File: config.mk
export PLATFORM = sky130hd
export DESIGN_NAME = eth_tx_gstop
export DESIGN_NICKNAME = d
export VERILOG_FILES = /design/src/rtl/eth_tx_gstop.sv
export SDC_FILE = /design/constraint.sdc
export NUM_CORES = 1
export LEC_CHECK = 0
export BUFFER_PORTS_ARGS = -buffer_cell sky130_fd_sc_hd__buf_2
export CORE_MARGIN = 2
export CORE_UTILIZATION = 55
export DETAILED_ROUTE_END_ITERATION = 10
export PLACE_DENSITY_LB_ADDON = 0.05
export SYNTH_ARGS = -nofsm -noshare
export SYNTH_HDL_FRONTEND = slang
export SYNTH_SLANG_ARGS = --single-unit
File: constraint.sdc
create_clock -name clk -period 3.9 [get_ports clk]
set_clock_uncertainty 0.15 [all_clocks]
set_input_delay 0.195 -clock clk [delete_from_list [all_inputs] [get_ports clk]]
set_output_delay 0.195 -clock clk [all_outputs]
set_load 0.005 [all_outputs]
File: src/rtl/eth_tx_gstop.sv
module eth_tx_gstop #(
  parameter int LEN_W  = 11,
  parameter int BYTE_W = 8
) (
  input  logic              clk,
  input  logic              rst_n,
  input  logic              stop_req,
  input  logic [LEN_W-1:0]  max_len,
  input  logic              col,
  input  logic              in_valid,
  input  logic [BYTE_W-1:0] in_data,
  input  logic              in_sof,
  input  logic              in_eof,
  output logic              in_ready,
  output logic              tx_d,
  output logic              tx_en,
  output logic              stop_done,
  output logic              oversize,
  output logic              drop_ack
);

  localparam int BIT_W = (BYTE_W > 1) ? $clog2(BYTE_W) : 1;
  localparam logic [BIT_W-1:0] BIT_LAST = BIT_W'(BYTE_W - 1);
  localparam logic [LEN_W-1:0] CNT_MAX  = '1;

  typedef enum logic [1:0] {ST_IDLE, ST_SEND, ST_HALT} st_t;

  st_t               st, st_nxt;
  logic [BYTE_W-1:0] sh;
  logic [BIT_W-1:0]  bpos;
  logic              have, last, flagged;
  logic [LEN_W-1:0]  cnt, cnt_nxt;

  wire in_send    = (st == ST_SEND);
  wire at_end     = have && (bpos == BIT_LAST);
  wire frame_done = in_send && (col || (at_end && last));

  assign in_ready = ((st == ST_IDLE) && !stop_req) ||
                    (in_send && !col && !last && (!have || at_end));

  wire take  = in_valid && in_ready;
  wire start = (st == ST_IDLE) && take && in_sof;
  wire load  = start || (in_send && take);

  assign cnt_nxt = start ? LEN_W'(1) : ((cnt == CNT_MAX) ? cnt : cnt + LEN_W'(1));
  wire   too_long = (cnt_nxt > max_len) && (start || !flagged);

  assign tx_en = in_send && have;
  assign tx_d  = sh[0];

  always_comb begin
    st_nxt = st;
    unique case (st)
      ST_IDLE: if (stop_req)   st_nxt = ST_HALT;
               else if (start) st_nxt = ST_SEND;
      ST_SEND: if (frame_done) st_nxt = stop_req ? ST_HALT : ST_IDLE;
      ST_HALT: if (!stop_req)  st_nxt = ST_IDLE;
      default: st_nxt = ST_IDLE;
    endcase
  end

  always_ff @(posedge clk or negedge rst_n) begin
    if (!rst_n) begin
      st        <= ST_IDLE;
      sh        <= '0;
      bpos      <= '0;
      have      <= 1'b0;
      last      <= 1'b0;
      flagged   <= 1'b0;
      cnt       <= '0;
      stop_done <= 1'b0;
      oversize  <= 1'b0;
      drop_ack  <= 1'b0;
    end else begin
      st        <= st_nxt;
      stop_done <= (st_nxt == ST_HALT) && (st != ST_HALT);
      drop_ack  <= in_send && col;
      oversize  <= 1'b0;
      if (load) begin
        sh   <= in_data;
        bpos <= '0;
        have <= 1'b1;
        last <= in_eof;
        cnt  <= cnt_nxt;
        if (too_long) begin
          oversize <= 1'b1;
          flagged  <= 1'b1;
        end else if (start) begin
          flagged  <= 1'b0;
        end
      end else if (tx_en) begin
        sh <= sh >> 1;
        if (at_end) have <= 1'b0;
        else        bpos <= bpos + BIT_W'(1);
      end
      if (frame_done) begin
        have <= 1'b0;
        last <= 1'b0;
      end
    end
  end

endmodule

==> summary.md, run 1 <==
| Metric | Value |
|---|---|
| Critical Path Source Type | `flop` |
| Met3 GRT Util | `0.0571` |
| Die Area | `0.00400 mm^2` |
| Fin nets | `306` |
| GRT Total Usage | `0.224` |
| Most common cell after layout, fill and taps aside | `buf_2` |
| Met2 Use GR | `0.382` |
| Mapped cell area | `0.00193 mm^2` |
| RSZ-0062 raised after global routing | `false` |
| DRC errors left | `0` |
| Layout area overhead | `19.6%` |
| Vias | `1687` |
| Worst-path fanout max | `7` |
| Crit path time final | `3160 ps` |
| # Post-CTS Setup Buffers | `0` |
| Final Instance Area | `0.00231 mm^2` |
| GP Congestion | `0.813` |
| Commonest cells after routing, fill and taps aside | `buf_2 (31), dfrtp_1 (30), nor2_1 (23), nand2_1 (23), a21oi_1 (21)` |
| First-pass GRT wire length | `7090 um` |
| Die Ht | `63.2 um` |
| CTS tree | `yes` |
| Fraction of layout cells with a size suffix above 1 | `0.172` |
| Vias per std cell | `5.39` |
| Final HPWL DP | `2750 um` |
| CTS sink cnt | `30` |
| Clk pin slew, worst setup/hold paths | `100 ps` |
| PwrDens | `346 mW/mm^2` |
| Final-report setup violation count | `0` |
| Outcome | `finished, final reports clean` |
| Met1 Resource Use GR | `0.275` |
| Max-slew violations | `0` |
| Final Hold Vio Count | `0` |
| Mean post-synth cell area | `8.62 um^2` |
| Placed Cells incl. Taps | `292` |
| Vias in the first global route | `1666` |
| Slowest cell on crit path | `or3b_2` |
| Iter 0 DRT Violations | `78` |
| Share of flip-flops with an asynchronous set or reset | `1.00` |
| Core Box Area | `0.00336 mm^2` |
| Slew headroom | `0.564` |
| Critical path cell sequence | `ha_1, and2_1, and4_1, xnor2_1, a21oi_1, ha_1, nand2_1, o21ai_0, or3b_2, a221o_1, a21oi_1` |
| Worst skew pair latency | `340 ps` |
| WL final | `4010 um` |
| # diodes | `0` |
| Initial antenna violation count | `0` |
| Starting density of the core | `0.574` |
| DR WL/cell | `12.8 um` |
| Yosys reg bits | `30` |
| Yosys warning count | `0` |
| FMAX | `316 MHz` |
| # rows | `21` |
| Slew @ Worst Pin | `654 ps` |
| Lkg Pwr | `1.17 nW` |
| Longest Clk Path Bufs | `2` |
| Worst hold margin | `168 ps` |
| Delay of the slowest cell on the worst path | `460 ps` |
| TNS Setup | `0 ps` |
| Worst Path Class, Setup | `flop to flop` |
| Num CTS Buffers | `5` |
| H-tree Lvls | `2` |
| Register area share after synthesis | `0.389` |
| Worst Path Required | `4020 ps` |
| Root Driver | `clkbuf_4` |
| VDD IR max | `210 uV` |
| Die width | `63.2 um` |
| GR Overflow Total | `0` |
| Final std cells w/o fill | `313` |
| Final period utilization | `0.810` |
| Port Buf Inserts | `31` |
| Post-synth cell types | `39` |
| GR peak layer | `met2` |
| Largest net degree at the start of global routing | `31` |
| Max Cap Violations | `0` |
| Drt pass-1 iters | `4` |
| Mapped Nets | `264` |
| DRT antenna net count | `0` |
| Post-synth EDFFs | `0` |
| Post-placement cell area | `0.00210 mm^2` |
| WP data arrival | `3280 ps` |
| Top Ports | `32` |
| Post-Synthesis Cells | `224` |
| Worst setup EP type | `flop` |
| Top FF cell, synth | `dfrtp_1` |
| Worst Hold Class | `input pin to flop` |
## cells by family after synthesis
group / Yosys count / share of synthesized area
and+or+nand+nor: 82 / 0.204
AOI/OAI and AO/OA: 56 / 0.178
DFF: 30 / 0.389
buffers and inverters: 25 / 0.0564
adders and majority gates: 14 / 0.0907
muxes: 9 / 0.0467
xor gates and xnor gates: 8 / 0.0363
## worst paths after layout
path                            cells past startpoint                 from  slack (ps)                   to
worst max-delay path                               11   cnt[0]$_DFFE_PN0N_         740   oversize$_DFF_PN0_
worst min-delay path                                3               in_sof         170      st[0]$_DFF_PN0_
worst max register to register                     11   cnt[0]$_DFFE_PN0N_         740   oversize$_DFF_PN0_
worst min register to register                      1  flagged$_DFFE_PN0P_         290   oversize$_DFF_PN0_
max in group asynchronous                           2                rst_n        2920   cnt[4]$_DFFE_PN0N_
min in group asynchronous                           2                rst_n         250  bpos[2]$_DFFE_PN0P_
## synthesized netlist by cell type, drive strengths merged (3+ instances only)
library cell	number	share of area
nand3	11	0.029
and4	3	0.014
xor2	4	0.018
a31oi	3	0.0097
a21oi	21	0.054
mux2i	9	0.047
nand4	3	0.0097
xnor2	4	0.018
o21ai	21	0.054
nand2	23	0.045
dfrtp	30	0.39
nor2	23	0.045
and2	4	0.013
clkbuf	5	0.0097
ha	14	0.091
inv	14	0.027
buf	6	0.019
and3	5	0.016
nor3	3	0.0078
## layer usage
| metal | wire length (um) | share of wire |
|---|---|---|
| met1 | 1940 | 0.48 |
| met2 | 1860 | 0.46 |
| met3 | 153 | 0.038 |
| met4 | 54 | 0.013 |
| met5 | 0 | 0 |
## state kept, by name, indices dropped and copies added (netlist names)
signal and flops:
stop_done 1, st 2, cnt 11, last 1, flagged 1, oversize 1
have 1, bpos 3, sh 8, drop_ack 1
## report_power, final
part	switching (mW)	internal (mW)	total (mW)
combinational	0.0744	0.0782	0.153
sequential	0.0395	0.363	0.403
clock	0.112	0.133	0.244
## stage by stage
step	utilization	total power [mW]	setup WS, ps
floorplan	-	0.500	892
global route	0.687	0.854	531
detailed placement	0.625	0.550	753
finish	0.687	0.800	740
global placement	0.625	0.545	837
CTS	0.687	0.803	736
## what timing repair did
item / 4_1_cts / 5_1_grt
hold endpoints to repair: 43 / 0
hold buffers: 13 / 0
endpoints found under the setup margin: 0 / 0
resized for setup: 0 / 0
## critical path: cells and delay by family, from the launching register on
family,cells,cell delay [ps]
simple gates,4,1080
compound gates,4,710
fa+ha+maj,2,570
flops,1,440
xor+xnor,1,130
## layout make-up
| cell class | instances | area (um^2) |
|---|---|---|
| multi-input cells | 169 | 1070 |
| fillers | 285 | 1050 |
| flip-flops and latches | 30 | 751 |
| repair buffers | 46 | 300 |
| well taps | 46 | 57.6 |
| inverters | 14 | 52.6 |
| clock inverters | 3 | 40.0 |
| clock buffers | 5 | 37.5 |
(Power assumes the default switching activity.)
==> run 2: changes to the inputs <==
==> constraint.sdc (replaced) <==
create_clock -name clk -period 3.08 [get_ports clk]
set_clock_uncertainty 0.15 [all_clocks]
set_input_delay 0.154 -clock clk [delete_from_list [all_inputs] [get_ports clk]]
set_output_delay 0.154 -clock clk [all_outputs]
set_load 0.005 [all_outputs]
==> run 2 against run 1 <==
  * Hold slack worse by 18 ps
  * Core utilization up 2.5 points
  * Non-clock buffer count up 8
  * Sequential share of layout area down 1.1 points
  * Routed wire length up 4.9%
  * Combinational power up 36%
  * Sequential cell count unchanged
  * Register-to-register slack worse by 580 ps
  * Critical path type unchanged
==> summary.md, run 2 (synthesized netlist as in run 1, its figures left out) <==
| Metric | Value |
|---|---|
| Outcome | `finished, final reports clean` |
| Final Hold Vio Count | `0 (unchanged)` |
| Worst setup EP type | `flop` |
| DRT antenna net count | `0 (unchanged)` |
| Most common cell after layout, fill and taps aside | `buf_2` |
| Worst Path Required | `3190 ps (-830 ps)` |
| Worst skew pair latency | `340 ps (about the same)` |
| Layout area overhead | `24.0%` |
| Switching power | `292 uW (+29%)` |
| GR Overflow Total | `0 (unchanged)` |
| First-pass GRT wire length | `7510 um (+6.0%)` |
| Final std cells w/o fill | `321 (+2.6%)` |
| Final HPWL DP | `3000 um (+9.1%)` |
| Max-slew violations | `0 (unchanged)` |
| GP Congestion | `0.867 (+6.7%)` |
| WP data arrival | `3030 ps (-250 ps)` |
| # rows | `21 (unchanged)` |
| Max Cap Violations | `0 (unchanged)` |
| Worst Path Class, Setup | `flop to flop` |
| Worst-path fanout max | `13 (+6)` |
| # diodes | `0 (unchanged)` |
| Vias per std cell | `5.43 (+0.80%)` |
| DR WL/cell | `13.1 um (+2.3%)` |
| Commonest cells after routing, fill and taps aside | `buf_2 (31), dfrtp_1 (30), nor2_1 (23), nand2_1 (23), a21oi_1 (21)` |
| Worst hold stages | `3 (unchanged)` |
| Worst hold margin | `150 ps (-17.7 ps)` |
| Lkg Pwr | `1.21 nW (+3.4%)` |
| Slew headroom | `0.566 (+0.00213)` |
| Slew @ Worst Pin | `651 ps (-3.20 ps)` |
| Worst Hold Class | `input pin to flop` |
| CTS tree | `yes` |
| Largest reg by FF count | `cnt` |
| VDD IR max | `224 uV (+6.7%)` |
| Vias | `1744 (+3.4%)` |
| GRT Total Usage | `0.236 (+0.0123)` |
| Top Ports | `32 (unchanged)` |
| Iter 0 DRT Violations | `131 (+68%)` |
| CTS sink cnt | `30 (unchanged)` |
| PwrDens | `429 mW/mm^2 (+24%)` |
| # Post-CTS Setup Buffers | `0 (unchanged)` |
| Core Box Area | `0.00336 mm^2 (unchanged)` |
| Critical Path Source Type | `flop` |
| Crit path time final | `2920 ps (-239 ps)` |
| WL final | `4210 um (+4.9%)` |
| Die width | `63.2 um (unchanged)` |
| Crit. Startpoint | `cnt[1]$_DFFE_PN0N_` |
| Placed Cells incl. Taps | `300 (+2.7%)` |
| Final-report setup violation count | `0 (unchanged)` |
| Power Internal | `734 uW (+28%)` |
| Die Ht | `63.2 um (unchanged)` |
| Clock share of power | `0.303 (-0.003)` |
| Largest net degree at the start of global routing | `31 (unchanged)` |
| FMAX | `342 MHz (+8.2%)` |
| Final Instance Area | `0.00239 mm^2 (+3.6%)` |
| Number of flip-flops under the largest register name | `11 (unchanged)` |
| Regs by FF count | `cnt x11, sh x8, bpos x3` |
| Worst r2r src | `cnt[1]$_DFFE_PN0N_` |
| Critical hold path startpoint | `in_sof` |
| Final period utilization | `0.949 (+0.138)` |
| Vias in the first global route | `1721 (+3.3%)` |
| Clk pin slew, worst setup/hold paths | `100 ps (about the same)` |
| Fin nets | `314 (+2.6%)` |
| Initial antenna violation count | `0 (unchanged)` |
| Drt pass-1 iters | `4 (unchanged)` |
| Post-placement cell area | `0.00216 mm^2 (+2.9%)` |
| Seq pwr share | `0.493 (-0.011)` |
| Comb pwr share | `0.203 (+0.012)` |
| H-tree Lvls | `2 (unchanged)` |
| Num CTS Buffers | `5 (unchanged)` |
| TNS Setup | `0 ps (unchanged)` |
| Port Buf Inserts | `31 (unchanged)` |
| Net Sw Frac | `0.285 (+0.00255)` |
| DRC errors left | `0 (unchanged)` |
| Starting density of the core | `0.574 (unchanged)` |
| Die Area | `0.00400 mm^2 (unchanged)` |
| Fraction of layout cells with a size suffix above 1 | `0.218 (+0.0459)` |
| Reg2Reg Depth | `13 (+2)` |
| Root Driver | `clkbuf_4` |
| Longest Clk Path Bufs | `2 (unchanged)` |
[run 2: cell count changes in the layout (fill, tap and decap cells not counted), sizes merged]
cell	previous run	this run
buf	33	41
[run 2: final cells by class]
type                            instances  area (um^2)
Timing Repair Buffer                   54          360
Clock buffer                            5         37.5
Sequential cell                        30          751
Fill cell                             279          970
Clock inverter                          3         40.0
Tap cell                               46         57.6
Multi-Input combinational cell        169         1090
Inverter                               14         52.6
[run 2: power by group through the flow]
stage / clock, mW / sequential (mW) / combinational [mW]
finish: 0.311 / 0.506 / 0.208
detailed placement: 0 / 0.513 / 0.194
global route: 0.335 / 0.516 / 0.242
floorplan: 0 / 0.505 / 0.129
global placement: 0 / 0.510 / 0.188
CTS: 0.320 / 0.506 / 0.207
[run 2: per-layer routing]
metal  vias to the layer above  wire length (um)  GRT usage
met3                         5               217     0.0536
met4                         0                57     0.0815
li1                        887                 -          -
met1                       804              1870      0.293
met2                        48              2060      0.404
met5                         -                 0          0
[run 2: path summary, 6_finish.rpt]
check	slack (ps)	end
worst max-delay path	160	oversize$_DFF_PN0_
worst min-delay path	150	st[0]$_DFF_PN0_
worst max register to register	160	oversize$_DFF_PN0_
worst min register to register	300	oversize$_DFF_PN0_
max in group asynchronous	2140	flagged$_DFFE_PN0P_
min in group asynchronous	220	stop_done$_DFF_PN0_
[run 2: what timing repair did]
| action | in CTS | in global routing |
|---|---|---|
| setup endpoints to repair | 0 | 2 |
| endpoints found under the hold margin | 43 | 0 |
| resized for setup | 0 | 6 |
| hold buffers | 13 | 0 |
[run 2: critical path, stage by stage (launching register included)]
cell and delay [ps]:
dfrtp_1 420, ha_1 200, and2_1 180, nand4_1 110, buf_4 210, nand2_1 110
xor2_1 150, nor2_1 90, ha_1 150, a21oi_1 50, o21ai_0 130, or3b_2 460
a221o_1 320, a21oi_1 110
[run 2: through the flow]
step,util,power (mW),worst slack [ps]
after CTS,0.705,1.03,97.6
after global placement,0.643,0.698,147
after floorplan,-,0.633,72.0
after global routing,0.712,1.09,-23.5
after detailed placement,0.643,0.707,131
final,0.712,1.03,159
==> run 3: changes to the inputs <==
--- a/config.mk
+++ b/config.mk
@@ -6,6 +6,7 @@
 export NUM_CORES = 1
 export LEC_CHECK = 0
 export BUFFER_PORTS_ARGS = -buffer_cell sky130_fd_sc_hd__buf_2
+export CORE_ASPECT_RATIO = 1.1
 export CORE_MARGIN = 2
 export CORE_UTILIZATION = 55
 export DETAILED_ROUTE_END_ITERATION = 10
==> run 3 against run 2 <==
  * Critical path depth fell by 1
  * Clock-buffer cell count stayed put
  * Maximum frequency rose by 0.20%
  * First-iteration DRC count down 57%
  * Clock power barely moved
  * Total power decreased by 0.21%
==> summary.md, run 3 (synthesized netlist as in run 1, its figures left out) <==
| Metric | Value |
|---|---|
| Outcome | `finished, final reports clean` |
| Fraction of layout cells with a size suffix above 1 | `0.207 (-0.0117)` |
| Commonest cells after routing, fill and taps aside | `buf_2 (31), dfrtp_1 (30), nor2_1 (23), nand2_1 (23), a21oi_1 (21)` |
| Top Ports | `32 (unchanged)` |
| GRT Total Usage | `0.230 (-0.00606)` |
| Final-report setup violation count | `0 (unchanged)` |
| GP Congestion | `0.844 (-2.7%)` |
| R2r endpoint | `oversize$_DFF_PN0_` |
| Critical path cell sequence | `buf_4, buf_4, and3_1, and4_1, o21ai_0, nor2_1, ha_1, nand3_1, nor3_1, a221oi_1, a221o_1, a21oi_1` |
| Crit path time final | `2920 ps (-5.77 ps)` |
| VDD IR max | `228 uV (+1.6%)` |
| Worst Path Required | `3200 ps (about the same)` |
| # rows | `22 (+4.8%)` |
| Final Instance Area | `0.00239 mm^2 (-0.16%)` |
| Met3 WL | `176 um (-19%)` |
| Lkg Pwr | `1.22 nW (+0.71%)` |
| Crit. Startpoint | `cnt[0]$_DFFE_PN0N_` |
| Layout area overhead | `23.8%` |
| Slowest cell on crit path | `dfrtp_1` |
| Root Driver | `clkbuf_4` |
| CTS sink cnt | `30 (unchanged)` |
| Final Util | `0.712 (about the same)` |
| DR WL/cell | `12.6 um (-3.7%)` |
| Critical Path Source Type | `flop` |
| Worst Path Class, Setup | `flop to flop` |
| Slew headroom | `0.562 (-0.00388)` |
| Reg2Reg Depth | `12 (-1)` |
| DRT antenna net count | `0 (unchanged)` |
| Worst Hold Class | `input pin to flop` |
| Largest net degree at the start of global routing | `31 (unchanged)` |
| Clk pin slew, worst setup/hold paths | `100 ps (about the same)` |
| Core Box Area | `0.00336 mm^2 (-0.15%)` |
| PwrDens | `428 mW/mm^2 (about the same)` |
| Largest reg by FF count | `cnt` |
| Fin nets | `315 (+0.32%)` |
| Die Ht | `66.1 um (+4.6%)` |
| Num CTS Buffers | `5 (unchanged)` |
| Top cell by count, worst path | `buf_4` |
| Tot Pwr | `1.02 mW (-0.21%)` |
| # diodes | `0 (unchanged)` |
| H-tree Lvls | `2 (unchanged)` |
| Drt pass-1 iters | `4 (unchanged)` |
| GR Overflow Total | `0 (unchanged)` |
| Max Cap Violations | `0 (unchanged)` |
| First-pass GRT wire length | `6930 um (-7.7%)` |
| Placed Cells incl. Taps | `300 (unchanged)` |
| Flop2flop setup slack | `160 ps (about the same)` |
| Die width | `60.5 um (-4.4%)` |
| Vias per std cell | `5.32 (-2.0%)` |
| Worst r2r src | `cnt[0]$_DFFE_PN0N_` |
| M1 WL | `1930 um (+3.3%)` |
| Final Hold Vio Count | `0 (unchanged)` |
| WL met2 | `1920 um (-6.9%)` |
| Worst skew pair latency | `340 ps (about the same)` |
| Worst setup EP type | `flop` |
| Starting density of the core | `0.575 (+0.000856)` |
| Top Layer Used | `met4` |
| Most common cell after layout, fill and taps aside | `buf_2` |
| Post-placement cell area | `0.00215 mm^2 (-0.58%)` |
| FMAX | `343 MHz (+0.20%)` |
| Longest Clk Path Bufs | `2 (unchanged)` |
| WP data arrival | `3040 ps (about the same)` |
| DRC errors left | `0 (unchanged)` |
| Final std cells w/o fill | `324 (+0.93%)` |
| Initial antenna violation count | `0 (unchanged)` |
| Critical Path Sink | `oversize$_DFF_PN0_` |
| Vias in the first global route | `1655 (-3.8%)` |
| CTS tree | `yes` |
| WL final | `4090 um (-2.8%)` |
| Regs by FF count | `cnt x11, sh x8, bpos x3` |
| Iter 0 DRT Violations | `56 (-57%)` |
| Number of flip-flops under the largest register name | `11 (unchanged)` |
| Worst-path fanout max | `6 (-7)` |
| Vias | `1725 (-1.1%)` |
| Die Area | `0.00400 mm^2 (about the same)` |
| Final period utilization | `0.947 (-0.00187)` |
| Delay of the slowest cell on the worst path | `400 ps (-60 ps)` |
| Final HPWL DP | `2890 um (-3.7%)` |
| TNS Setup | `0 ps (unchanged)` |
| RSZ-0062 raised after global routing | `false` |
| Port Buf Inserts | `31 (unchanged)` |
| Max-slew violations | `0 (unchanged)` |
| Slew @ Worst Pin | `656 ps (+5.82 ps)` |
[run 3: metrics by stage]
| stage | hold WS, ps | setup WS [ps] |
|---|---|---|
| 2_1_floorplan | -292 | 72.0 |
| 3_3_place_gp | 69.9 | 124 |
| 3_5_place_dp | 80.7 | 80.4 |
| 4_1_cts | 141 | 40.7 |
| 5_1_grt | 191 | 1.81 |
| 6_report | 152 | 164 |
[run 3: timing repair]
action,CTS,global route
endpoints found under the setup margin,0,2
gates resized for setup,0,6
hold buffers,13,0
setup buffers,0,3
endpoints found under the hold margin,44,0
[run 3: per-layer routing]
layer  up-vias  global-route usage
met5         -                   0
met4         0              0.0679
met3         8              0.0528
met2        41               0.395
met1       792               0.284
li1        884                   -
[run 3: where the power goes]
group          switching, mW  leakage, nW  internal (mW)  total, mW
clock network          0.143       0.0450          0.168      0.311
registers             0.0465        0.383          0.460      0.506
logic                 0.0990        0.794          0.107      0.206
[run 3: critical path: cells and delay by family, from the launching register on]
| kind | cells | cell delay [ps] |
|---|---|---|
| flops | 1 | 400 |
| simple gates | 5 | 940 |
| buf+inv | 2 | 270 |
| compound gates | 4 | 790 |
| fa+ha+maj | 1 | 310 |
[run 3: worst min-delay path by stage]
stage | start | end | slack [ps] | depth (start not counted)
finish | in_sof | st[0]$_DFF_PN0_ | 150 | 3
global route | in_sof | st[0]$_DFF_PN0_ | 190 | 3
CTS | in_sof | st[0]$_DFF_PN0_ | 140 | 3
detailed placement | rst_n | drop_ack$_DFF_PN0_ | 80 | 1
global placement | rst_n | stop_done$_DFF_PN0_ | 70 | 1
floorplan | rst_n | bpos[0]$_DFFE_PN0P_ | -290 | 0
[run 3: layout make-up]
| class | instances | area, um^2 |
|---|---|---|
| clock buffers | 5 | 37.5 |
| clock inverters | 3 | 40.0 |
| fillers | 306 | 968 |
| inverters | 14 | 52.6 |
| multi-input cells | 169 | 1080 |
| flip-flops and latches | 30 | 751 |
| well taps | 48 | 60.1 |
| repair buffers | 55 | 372 |
